--- src/rtl/flash_cmd_pkg.sv ---
package flash_cmd_pkg;

    // Unlock offsets within the window
    localparam logic [15:0] OFF_UNL_A  = 16'h5554;
    localparam logic [15:0] OFF_UNL_B  = 16'hAAA8;
    localparam logic [15:0] OFF_LOAD_L = 16'h55F0;
    localparam logic [15:0] OFF_LOAD_H = 16'h55F4;
    localparam logic [15:0] OFF_LEVEL  = 16'h553C;
    localparam logic [15:0] OFF_FINAL  = 16'h5558;

    // Command codes (data bits 7:0)
    localparam logic [7:0] CMD_AA    = 8'hAA;
    localparam logic [7:0] CMD_55    = 8'h55;
    localparam logic [7:0] CMD_ERASE = 8'h80;
    localparam logic [7:0] CMD_SECT  = 8'h30;
    localparam logic [7:0] CMD_USER  = 8'hC0;
    localparam logic [7:0] CMD_PROG  = 8'hA0;
    localparam logic [7:0] CMD_PAGE  = 8'h50;
    localparam logic [7:0] CMD_CLR   = 8'hF5;
    localparam logic [7:0] CMD_UNP   = 8'h05;

    // Status bit positions
    localparam int unsigned SB_BUSY   = 0;
    localparam int unsigned SB_PROG   = 4;
    localparam int unsigned SB_ERASE  = 5;
    localparam int unsigned SB_PAGE   = 6;
    localparam int unsigned SB_SEQERR = 10;
    localparam int unsigned SB_PROERR = 11;
    localparam int unsigned SB_UNPROT = 25;

    typedef enum logic [3:0] {
        ST_IDLE, ST_U1, ST_U2,
        ST_E3, ST_E4, ST_E5,
        ST_W3,
        ST_P3, ST_P4, ST_P5
    } seq_state_e;

    // One-cycle events from the decoder
    typedef struct packed {
        logic clr;
        logic seq_err;
        logic pro_err;
        logic prog_go;
        logic erase_go;
        logic unl_ok;
    } seq_ev_t;

endpackage

--- src/rtl/flash_op_timer.sv ---
module flash_op_timer #(
    parameter int unsigned OP_CYCLES = 20
) (
    input  logic clk_i,
    input  logic rst_ni,
    input  logic start_i,
    output logic busy_o
);
    localparam int unsigned CNT_W = $clog2(OP_CYCLES + 1);

    typedef struct packed {
        logic             busy;
        logic [CNT_W-1:0] cnt;
    } tmr_t;

    tmr_t d, q;

    always_comb begin
        d = q;
        if (start_i) begin
            d.busy = 1'b1;
            d.cnt  = CNT_W'(OP_CYCLES);
        end else if (q.busy) begin
            if (q.cnt == CNT_W'(1)) begin
                d.busy = 1'b0;
            end
            d.cnt = q.cnt - CNT_W'(1);
        end
    end

    always_ff @(posedge clk_i or negedge rst_ni) begin
        if (!rst_ni) begin
            q <= '0;
        end else begin
            q <= d;
        end
    end

    assign busy_o = q.busy;


    busy_len_chk: assert property (@(posedge clk_i) disable iff (!rst_ni)
        (q.busy && q.cnt == CNT_W'(1) && !start_i) |=> !q.busy);


    no_restart_chk: assert property (@(posedge clk_i) disable iff (!rst_ni)
        start_i |-> !q.busy);

endmodule

--- src/rtl/flash_cmd_decoder.sv ---
module flash_cmd_decoder
    import flash_cmd_pkg::*;
#(
    parameter int unsigned ADDR_W     = 18,
    parameter int unsigned SECT_W     = 14,
    parameter int unsigned PAGE_PAIRS = 32,
    parameter logic [31:0] PW1        = 32'h1234_5678,
    parameter logic [31:0] PW2        = 32'h9ABC_DEF0
) (
    input  logic                         clk_i,
    input  logic                         rst_ni,
    input  logic                         wr_en_i,
    input  logic [ADDR_W-1:0]            wr_addr_i,
    input  logic [31:0]                  wr_data_i,
    input  logic [2**(ADDR_W-SECT_W)-1:0] sector_lock_i,
    input  logic                         busy_i,
    input  logic                         unprot_i,
    output seq_ev_t                      ev_o,
    output logic                         page_o
);
    localparam int unsigned NSECT  = 2 ** (ADDR_W - SECT_W);
    localparam int unsigned PAIR_W = $clog2(PAGE_PAIRS + 1);
    localparam logic [ADDR_W-1:0] A_UNL_A  = ADDR_W'(OFF_UNL_A);
    localparam logic [ADDR_W-1:0] A_UNL_B  = ADDR_W'(OFF_UNL_B);
    localparam logic [ADDR_W-1:0] A_LOAD_L = ADDR_W'(OFF_LOAD_L);
    localparam logic [ADDR_W-1:0] A_LOAD_H = ADDR_W'(OFF_LOAD_H);
    localparam logic [ADDR_W-1:0] A_LEVEL  = ADDR_W'(OFF_LEVEL);
    localparam logic [ADDR_W-1:0] A_FINAL  = ADDR_W'(OFF_FINAL);

    typedef struct packed {
        seq_state_e        st;
        logic              page;
        logic              half;
        logic [PAIR_W-1:0] pairs;
        logic              user;
        logic [1:0]        level;
        logic              pw1ok;
    } dec_t;

    dec_t d, q;

    logic [7:0]  code;
    logic        at_a, at_b;
    logic        locked;
    logic [$clog2(NSECT)-1:0] sect;

    assign code   = wr_data_i[7:0];
    assign at_a   = (wr_addr_i == A_UNL_A);
    assign at_b   = (wr_addr_i == A_UNL_B);
    assign sect   = wr_addr_i[ADDR_W-1:SECT_W];
    assign locked = sector_lock_i[sect] && !unprot_i;

    always_comb begin
        d    = q;
        ev_o = '0;
        if (wr_en_i && busy_i) begin
            ev_o.seq_err = 1'b1;
        end else if (wr_en_i) begin
            d.st = ST_IDLE;
            unique case (q.st)
                ST_IDLE: begin
                    if (at_a && code == CMD_AA) begin
                        d.st = ST_U1;
                    end else if (at_a && code == CMD_PAGE) begin
                        d.page  = 1'b1;
                        d.half  = 1'b0;
                        d.pairs = '0;
                    end else if (at_a && code == CMD_CLR) begin
                        ev_o.clr = 1'b1;
                        d.page   = 1'b0;
                        d.half   = 1'b0;
                        d.pairs  = '0;
                    end else if (wr_addr_i == A_LOAD_L && q.page && !q.half
                                 && q.pairs < PAIR_W'(PAGE_PAIRS)) begin
                        d.half = 1'b1;
                    end else if (wr_addr_i == A_LOAD_H && q.page && q.half) begin
                        d.half  = 1'b0;
                        d.pairs = q.pairs + PAIR_W'(1);
                    end else begin
                        ev_o.seq_err = 1'b1;
                    end
                end
                ST_U1: begin
                    if (at_b && code == CMD_55) d.st = ST_U2;
                    else ev_o.seq_err = 1'b1;
                end
                ST_U2: begin
                    if (at_a && code == CMD_ERASE) begin
                        d.st = ST_E3;
                    end else if (at_a && (code == CMD_PROG || code == CMD_USER)) begin
                        d.st   = ST_W3;
                        d.user = (code == CMD_USER);
                    end else if (wr_addr_i == A_LEVEL && wr_data_i < 32'd3) begin
                        d.st    = ST_P3;
                        d.level = wr_data_i[1:0];
                    end else begin
                        ev_o.seq_err = 1'b1;
                    end
                end
                ST_E3: begin
                    if (at_a && code == CMD_AA) d.st = ST_E4;
                    else ev_o.seq_err = 1'b1;
                end
                ST_E4: begin
                    if (at_b && code == CMD_55) d.st = ST_E5;
                    else ev_o.seq_err = 1'b1;
                end
                ST_E5: begin
                    if (code == CMD_USER) begin
                        ev_o.erase_go = 1'b1;
                    end else if (code == CMD_SECT) begin
                        if (locked) ev_o.pro_err  = 1'b1;
                        else        ev_o.erase_go = 1'b1;
                    end else begin
                        ev_o.seq_err = 1'b1;
                    end
                end
                ST_W3: begin
                    if (code != CMD_AA || !q.page || q.half
                        || q.pairs != PAIR_W'(PAGE_PAIRS)) begin
                        ev_o.seq_err = 1'b1;
                    end else if (!q.user && locked) begin
                        ev_o.pro_err = 1'b1;
                    end else begin
                        ev_o.prog_go = 1'b1;
                        d.page  = 1'b0;
                        d.pairs = '0;
                    end
                end
                ST_P3: begin
                    if (at_b) begin
                        d.st    = ST_P4;
                        d.pw1ok = (wr_data_i == PW1);
                    end else begin
                        ev_o.seq_err = 1'b1;
                    end
                end
                ST_P4: begin
                    if (at_b) begin
                        d.st    = ST_P5;
                        d.pw1ok = q.pw1ok && (wr_data_i == PW2);
                    end else begin
                        ev_o.seq_err = 1'b1;
                    end
                end
                ST_P5: begin
                    if (wr_addr_i == A_FINAL && code == CMD_UNP) begin
                        if (!q.pw1ok)            ev_o.pro_err = 1'b1;
                        else if (q.level == 2'd0) ev_o.unl_ok  = 1'b1;
                    end else begin
                        ev_o.seq_err = 1'b1;
                    end
                end
                default: ev_o.seq_err = 1'b1;
            endcase
        end
    end

    always_ff @(posedge clk_i or negedge rst_ni) begin
        if (!rst_ni) begin
            q <= '{st: ST_IDLE, default: '0};
        end else begin
            q <= d;
        end
    end

    assign page_o = q.page;


    prog_leaves_page_chk: assert property (@(posedge clk_i) disable iff (!rst_ni)
        ev_o.prog_go |=> !page_o);


    pairs_bound_chk: assert property (@(posedge clk_i) disable iff (!rst_ni)
        q.pairs <= PAIR_W'(PAGE_PAIRS));


    busy_ignored_chk: assert property (@(posedge clk_i) disable iff (!rst_ni)
        (wr_en_i && busy_i) |=> $stable(q));

endmodule

--- src/rtl/flash_cmd_seq.sv ---
module flash_cmd_seq
    import flash_cmd_pkg::*;
#(
    parameter int unsigned ADDR_W     = 18,
    parameter int unsigned SECT_W     = 14,
    parameter int unsigned PAGE_PAIRS = 32,
    parameter int unsigned OP_CYCLES  = 20,
    parameter logic [31:0] PW1        = 32'h1234_5678,
    parameter logic [31:0] PW2        = 32'h9ABC_DEF0
) (
    input  logic                          clk_i,
    input  logic                          rst_ni,
    input  logic                          wr_en_i,
    input  logic [ADDR_W-1:0]             wr_addr_i,
    input  logic [31:0]                   wr_data_i,
    input  logic [2**(ADDR_W-SECT_W)-1:0] sector_lock_i,
    output logic [31:0]                   status_o
);
    typedef struct packed {
        logic prog;
        logic erase;
        logic seqerr;
        logic proerr;
        logic unprot;
    } flags_t;

    flags_t  d, q;
    seq_ev_t ev;
    logic    busy;
    logic    page;

    flash_cmd_decoder #(
        .ADDR_W(ADDR_W), .SECT_W(SECT_W), .PAGE_PAIRS(PAGE_PAIRS),
        .PW1(PW1), .PW2(PW2)
    ) dec_i (
        .clk_i(clk_i), .rst_ni(rst_ni),
        .wr_en_i(wr_en_i), .wr_addr_i(wr_addr_i), .wr_data_i(wr_data_i),
        .sector_lock_i(sector_lock_i),
        .busy_i(busy), .unprot_i(q.unprot),
        .ev_o(ev), .page_o(page)
    );

    flash_op_timer #(.OP_CYCLES(OP_CYCLES)) tmr_i (
        .clk_i(clk_i), .rst_ni(rst_ni),
        .start_i(ev.prog_go || ev.erase_go),
        .busy_o(busy)
    );

    always_comb begin
        d = q;
        if (ev.clr) begin
            d.prog   = 1'b0;
            d.erase  = 1'b0;
            d.seqerr = 1'b0;
            d.proerr = 1'b0;
        end
        if (ev.seq_err)  d.seqerr = 1'b1;
        if (ev.pro_err)  d.proerr = 1'b1;
        if (ev.prog_go)  d.prog   = 1'b1;
        if (ev.erase_go) d.erase  = 1'b1;
        if (ev.unl_ok)   d.unprot = 1'b1;
    end

    always_ff @(posedge clk_i or negedge rst_ni) begin
        if (!rst_ni) begin
            q <= '0;
        end else begin
            q <= d;
        end
    end

    always_comb begin
        status_o            = '0;
        status_o[SB_BUSY]   = busy;
        status_o[SB_PROG]   = q.prog;
        status_o[SB_ERASE]  = q.erase;
        status_o[SB_PAGE]   = page;
        status_o[SB_SEQERR] = q.seqerr;
        status_o[SB_PROERR] = q.proerr;
        status_o[SB_UNPROT] = q.unprot;
    end


    seqerr_sticky_chk: assert property (@(posedge clk_i) disable iff (!rst_ni)
        (q.seqerr && !ev.clr) |=> q.seqerr);


    clear_flags_chk: assert property (@(posedge clk_i) disable iff (!rst_ni)
        ev.clr |=> (status_o[11:4] == 8'h00));


    busy_has_op_chk: assert property (@(posedge clk_i) disable iff (!rst_ni)
        $rose(busy) |-> (q.prog || q.erase));


    refused_no_busy_chk: assert property (@(posedge clk_i) disable iff (!rst_ni)
        (ev.pro_err && !busy) |=> !busy);

endmodule

--- config.mk ---
export PLATFORM = sky130hd
export DESIGN_NAME = flash_cmd_seq
export DESIGN_NICKNAME = d
export VERILOG_FILES = /design/src/rtl/flash_cmd_pkg.sv /design/src/rtl/flash_op_timer.sv /design/src/rtl/flash_cmd_decoder.sv /design/src/rtl/flash_cmd_seq.sv
export SDC_FILE = /design/constraint.sdc
export NUM_CORES = 1
export LEC_CHECK = 0
export BUFFER_PORTS_ARGS = -buffer_cell sky130_fd_sc_hd__clkbuf_2
export CAP_MARGIN = 30
export CORE_MARGIN = 2
export CORE_UTILIZATION = 45
export CTS_CLUSTER_DIAMETER = 100
export DETAILED_ROUTE_END_ITERATION = 8
export PLACE_DENSITY = 0.78
export SETUP_SLACK_MARGIN = 0.02
export SLEW_MARGIN = 20
export SYNTH_ARGS = -nofsm -noshare
export SYNTH_HDL_FRONTEND = slang
export SYNTH_SLANG_ARGS = --single-unit
--- constraint.sdc ---
create_clock -name clk_i -period 6.4 [get_ports clk_i]
set_clock_uncertainty 0.05 [all_clocks]
set_input_delay 1.92 -clock clk_i [delete_from_list [all_inputs] [get_ports clk_i]]
set_output_delay 1.92 -clock clk_i [all_outputs]
set_load 0.005 [all_outputs]
==> impl_summary.md <==
Min path
The class of the worst hold path is register to register.

Floorplan
In this run the count of I/O pins placed on the die edge is just over 100. The floorplan has 27 rows. The placeable core region is between 0.005 and 0.006 sq mm.

The die is approximately 80 microns tall. From left edge to right edge, the die measures about 80 microns. Once the floorplan was initialized, standard cells occupied between 40% and 50% of the core. The floorplan step defined a die boundary enclosing about 0.0064 sq mm.

Timing
The number of hold violations in the final report came to 0. The tightest hold path in the finished design has a slack of 434.5 ps. Headroom to the max-slew limit came out at between 50% and 60%.

The aggregate negative setup slack is 0 ps. The final count of pins violating max slew is 0. Of the available clock period, the critical path in the final layout requires between 60% and 70%. Setup repair after global routing left no endpoint under its margin. The fmax is around 260 MHz. Setup violations remaining at the end of the flow were counted as 0. Counting I/O delays and the setup requirement, the final critical path takes 3893 ps. The slew at the pin closest to its max-slew limit is about 660 ps.

Finish
The layout overhead on the synthesized area is 12.49%. The fraction of layout instances using a drive strength above 1 is 22.96%. The repair_antennas step left the layout with diodes totalling 0. The final layout contains 466 nets. The number of standard cells in the layout, taps in and fillers out is ~460.

For this run, the share of the core covered by cells in the final layout is between 50% and 60%.

Place
The cell count after placement is 460. Port buffering added 75 buffers. After legalization and detailed placement, the total HPWL measured between 5000 and 6000 microns. The congestion estimate from routability-driven global placement came to just under 1.

Clocking
The number of gates resized after CTS was 0. At the later pin of the worst-skew pair, clock insertion delay measures ~280 ps. The hold buffer count at CTS is 0.

CTS placed an instance of clkbuf_8 at the clock tree root. No sink is reached through more buffers than the 2 on the longest clock path. In this run, CTS created clock tree buffers numbering 3. Clock-pin slew was measured on the worst setup and hold paths at about 100 ps. After clock tree synthesis, the setup repair step added 0 buffers. The clock tree from TritonCTS is built. The number of H-tree levels is 1.

The total number of clock tree sinks is 27.

Critical path
The worst setup path is launched from an input pin. The type of the worst setup path is input pin to register. STA classifies the critical path endpoint as a register. The endpoint required time on the critical path is between 6000 and 7000 ps. Of all nets on the critical path, the largest fanout is 8.

The setup check on the worst reg-to-reg path leaves a slack of between 3000 and 4000 ps. The arrival time reported for the critical path endpoint is about 4100 ps.

Synthesis
The area fraction of the dominant cell type after synthesis is approximately a quarter. The async set-or-reset flop fraction in the synthesized netlist is 100.0%. After synthesis, the most frequently instantiated cells are nand2_1, buf_4, nor2_1. The mean instance size in the synthesized netlist is slightly below 8 sq um.

In the post-synthesis netlist, the biggest area contributors are dfrtp_1, buf_4, nand4_1. The library cell with the largest summed area after synthesis is dfrtp_1. The number of enable-type register cells in the synthesized netlist is 0. For this run, the number of Yosys warnings is 0. Synthesis handed over a netlist of approximately 330 instances. Of the synthesized area, sequential elements account for ~26%. By instance count, the leading cell after synthesis is nand2_1. In this run the cell area of the synthesized design comes to 0.002614 sq mm. In this run, synthesis produced a sequential element count of 27. The primary flip-flop cell chosen by synthesis mapping is dfrtp_1.

The count of different cell masters after synthesis is 64.

Power and ir drop
VDD sags by at most ~0.11 mV. The total leakage power is 1.315 nW. Dividing total power by cell area gives a power density of 120.4 mW/mm^2.

Global route
The first global-routing pass estimated 11,610 microns of wire. The global route total overflow is 0. Global routing used between 20 and 25% of the available tracks. The number of global-route vias before repair was 2,528. The pin count of the biggest net entering global routing is 28. The initial antenna violation count is 0.

Run status
The run finished with clean final reports.

Routing
The wire length per cell is 15.13 microns. The final antenna-violating net count is 0. The pre-antenna-repair detailed-routing pass consisted of 4 iterations. After detailed routing, the total wire length is ~7000 microns. The detailed-route vias per instance is 5.832. After detailed routing, the number of remaining DRC violations is 0. The first-iteration detailed-routing DRC count is 230. The number of vias in the routed layout is 2,706.

Job
The count of max-cap constraint violations is 0.
flip-flops by register name, indices dropped and copies added (netlist names):
register	count
dec_i.page_o	1
status_o	5
tmr_i.q	5
dec_i.q	15
tmr_i.busy_o	1
path summary, 6_finish.rpt:
check	startpoint	endpoint	cells past startpoint
hold reg to reg	status_o[4]$_DFFE_PN0P_	status_o[4]$_DFFE_PN0P_	1
max in group asynchronous	rst_ni	dec_i.q[0]$_DFFE_PN0P_	1
setup / recovery	wr_data_i[0]	dec_i.q[14]$_DFFE_PN0P_	8
min in group asynchronous	rst_ni	dec_i.q[4]$_DFFE_PN0P_	1
hold / removal	status_o[4]$_DFFE_PN0P_	status_o[4]$_DFFE_PN0P_	1
setup reg to reg	dec_i.q[4]$_DFFE_PN0P_	dec_i.q[9]$_DFFE_PN0P_	9
cells by family (layout without fill, tap and decap cells):
group | after synthesis | in the layout | synth area share [%]
adder cells (fa/ha/maj) | 4 | 4 | 1.915
multiplexers | 8 | 8 | 4.212
AO/OA/AOI/OAI | 61 | 61 | 15.99
XOR/XNOR | 5 | 5 | 1.675
AND/OR/NAND/NOR | 173 | 173 | 38.15
other | 1 | 25 | 0.1435
flip-flops | 27 | 27 | 25.85
buffers and inverters | 53 | 89 | 12.06
layer usage:
layer  routed length, microns  vias up  track usage, %
li1                         -     1316               -
met1                     3064     1267           29.86
met2                     3398      107           38.25
met3                      421       16           3.820
met4                      138        0           6.271
met5                        0        -               0
final cells by class:
type	instances	area (sq um)
Tap cell	72	90.09
Clock inverter	1	7.507
Multi-Input combinational cell	276	1713
Sequential cell	27	675.6
Timing Repair Buffer	75	375.4
Fill cell	557	2634
Inverter	10	37.54
Clock buffer	3	41.29
power by group:
part | internal [mW] | switching (mW)
clock network | 0.0443 | 0.0575
logic | 0.0335 | 0.0412
registers | 0.174 | 0.00385
total | 0.252 | 0.103
critical path, stage by stage:
cell      delay (ps)
clkbuf_2         180
nor4bb_1         570
nand4_1          190
or3_1            430
or4_1            430
a21oi_1          140
a21oi_1           70
o22ai_1          120
metrics by stage:
stage / total power, mW / area, sq um / worst slack, ps
finish: 0.3541 / 2940 / 2507
global route: 0.3762 / 2940 / 2303
CTS: 0.3592 / 2940 / 2528
detailed placement: 0.2551 / 2892 / 2225
global placement: 0.2534 / 2892 / 2237
floorplan: 0.2300 / 2704 / 2620
placed cells by master, fill, tap and decap left out, types with 3 or more instances in the layout:
master and instances:
o21ai_1 10, nor3_1 16, or3_1 5, inv_1 10, clkbuf_8 3, nor3b_1 4, o21ai_0 8, nand3_1 17
dfrtp_1 27, and4_1 3, nor2b_1 6, ha_1 4, a21oi_1 8, a31oi_1 3, o31ai_1 3, nand2_1 29
a211oi_1 6, nor4b_1 3, xnor2_1 4, nor4bb_1 4, or4_1 3, nor4_1 13, conb_1 25, nor2_1 28
a21o_1 4, nand2b_1 6, nand4_1 18, clkbuf_2 75
No activity file was read; power rests on OpenSTA's default activity.
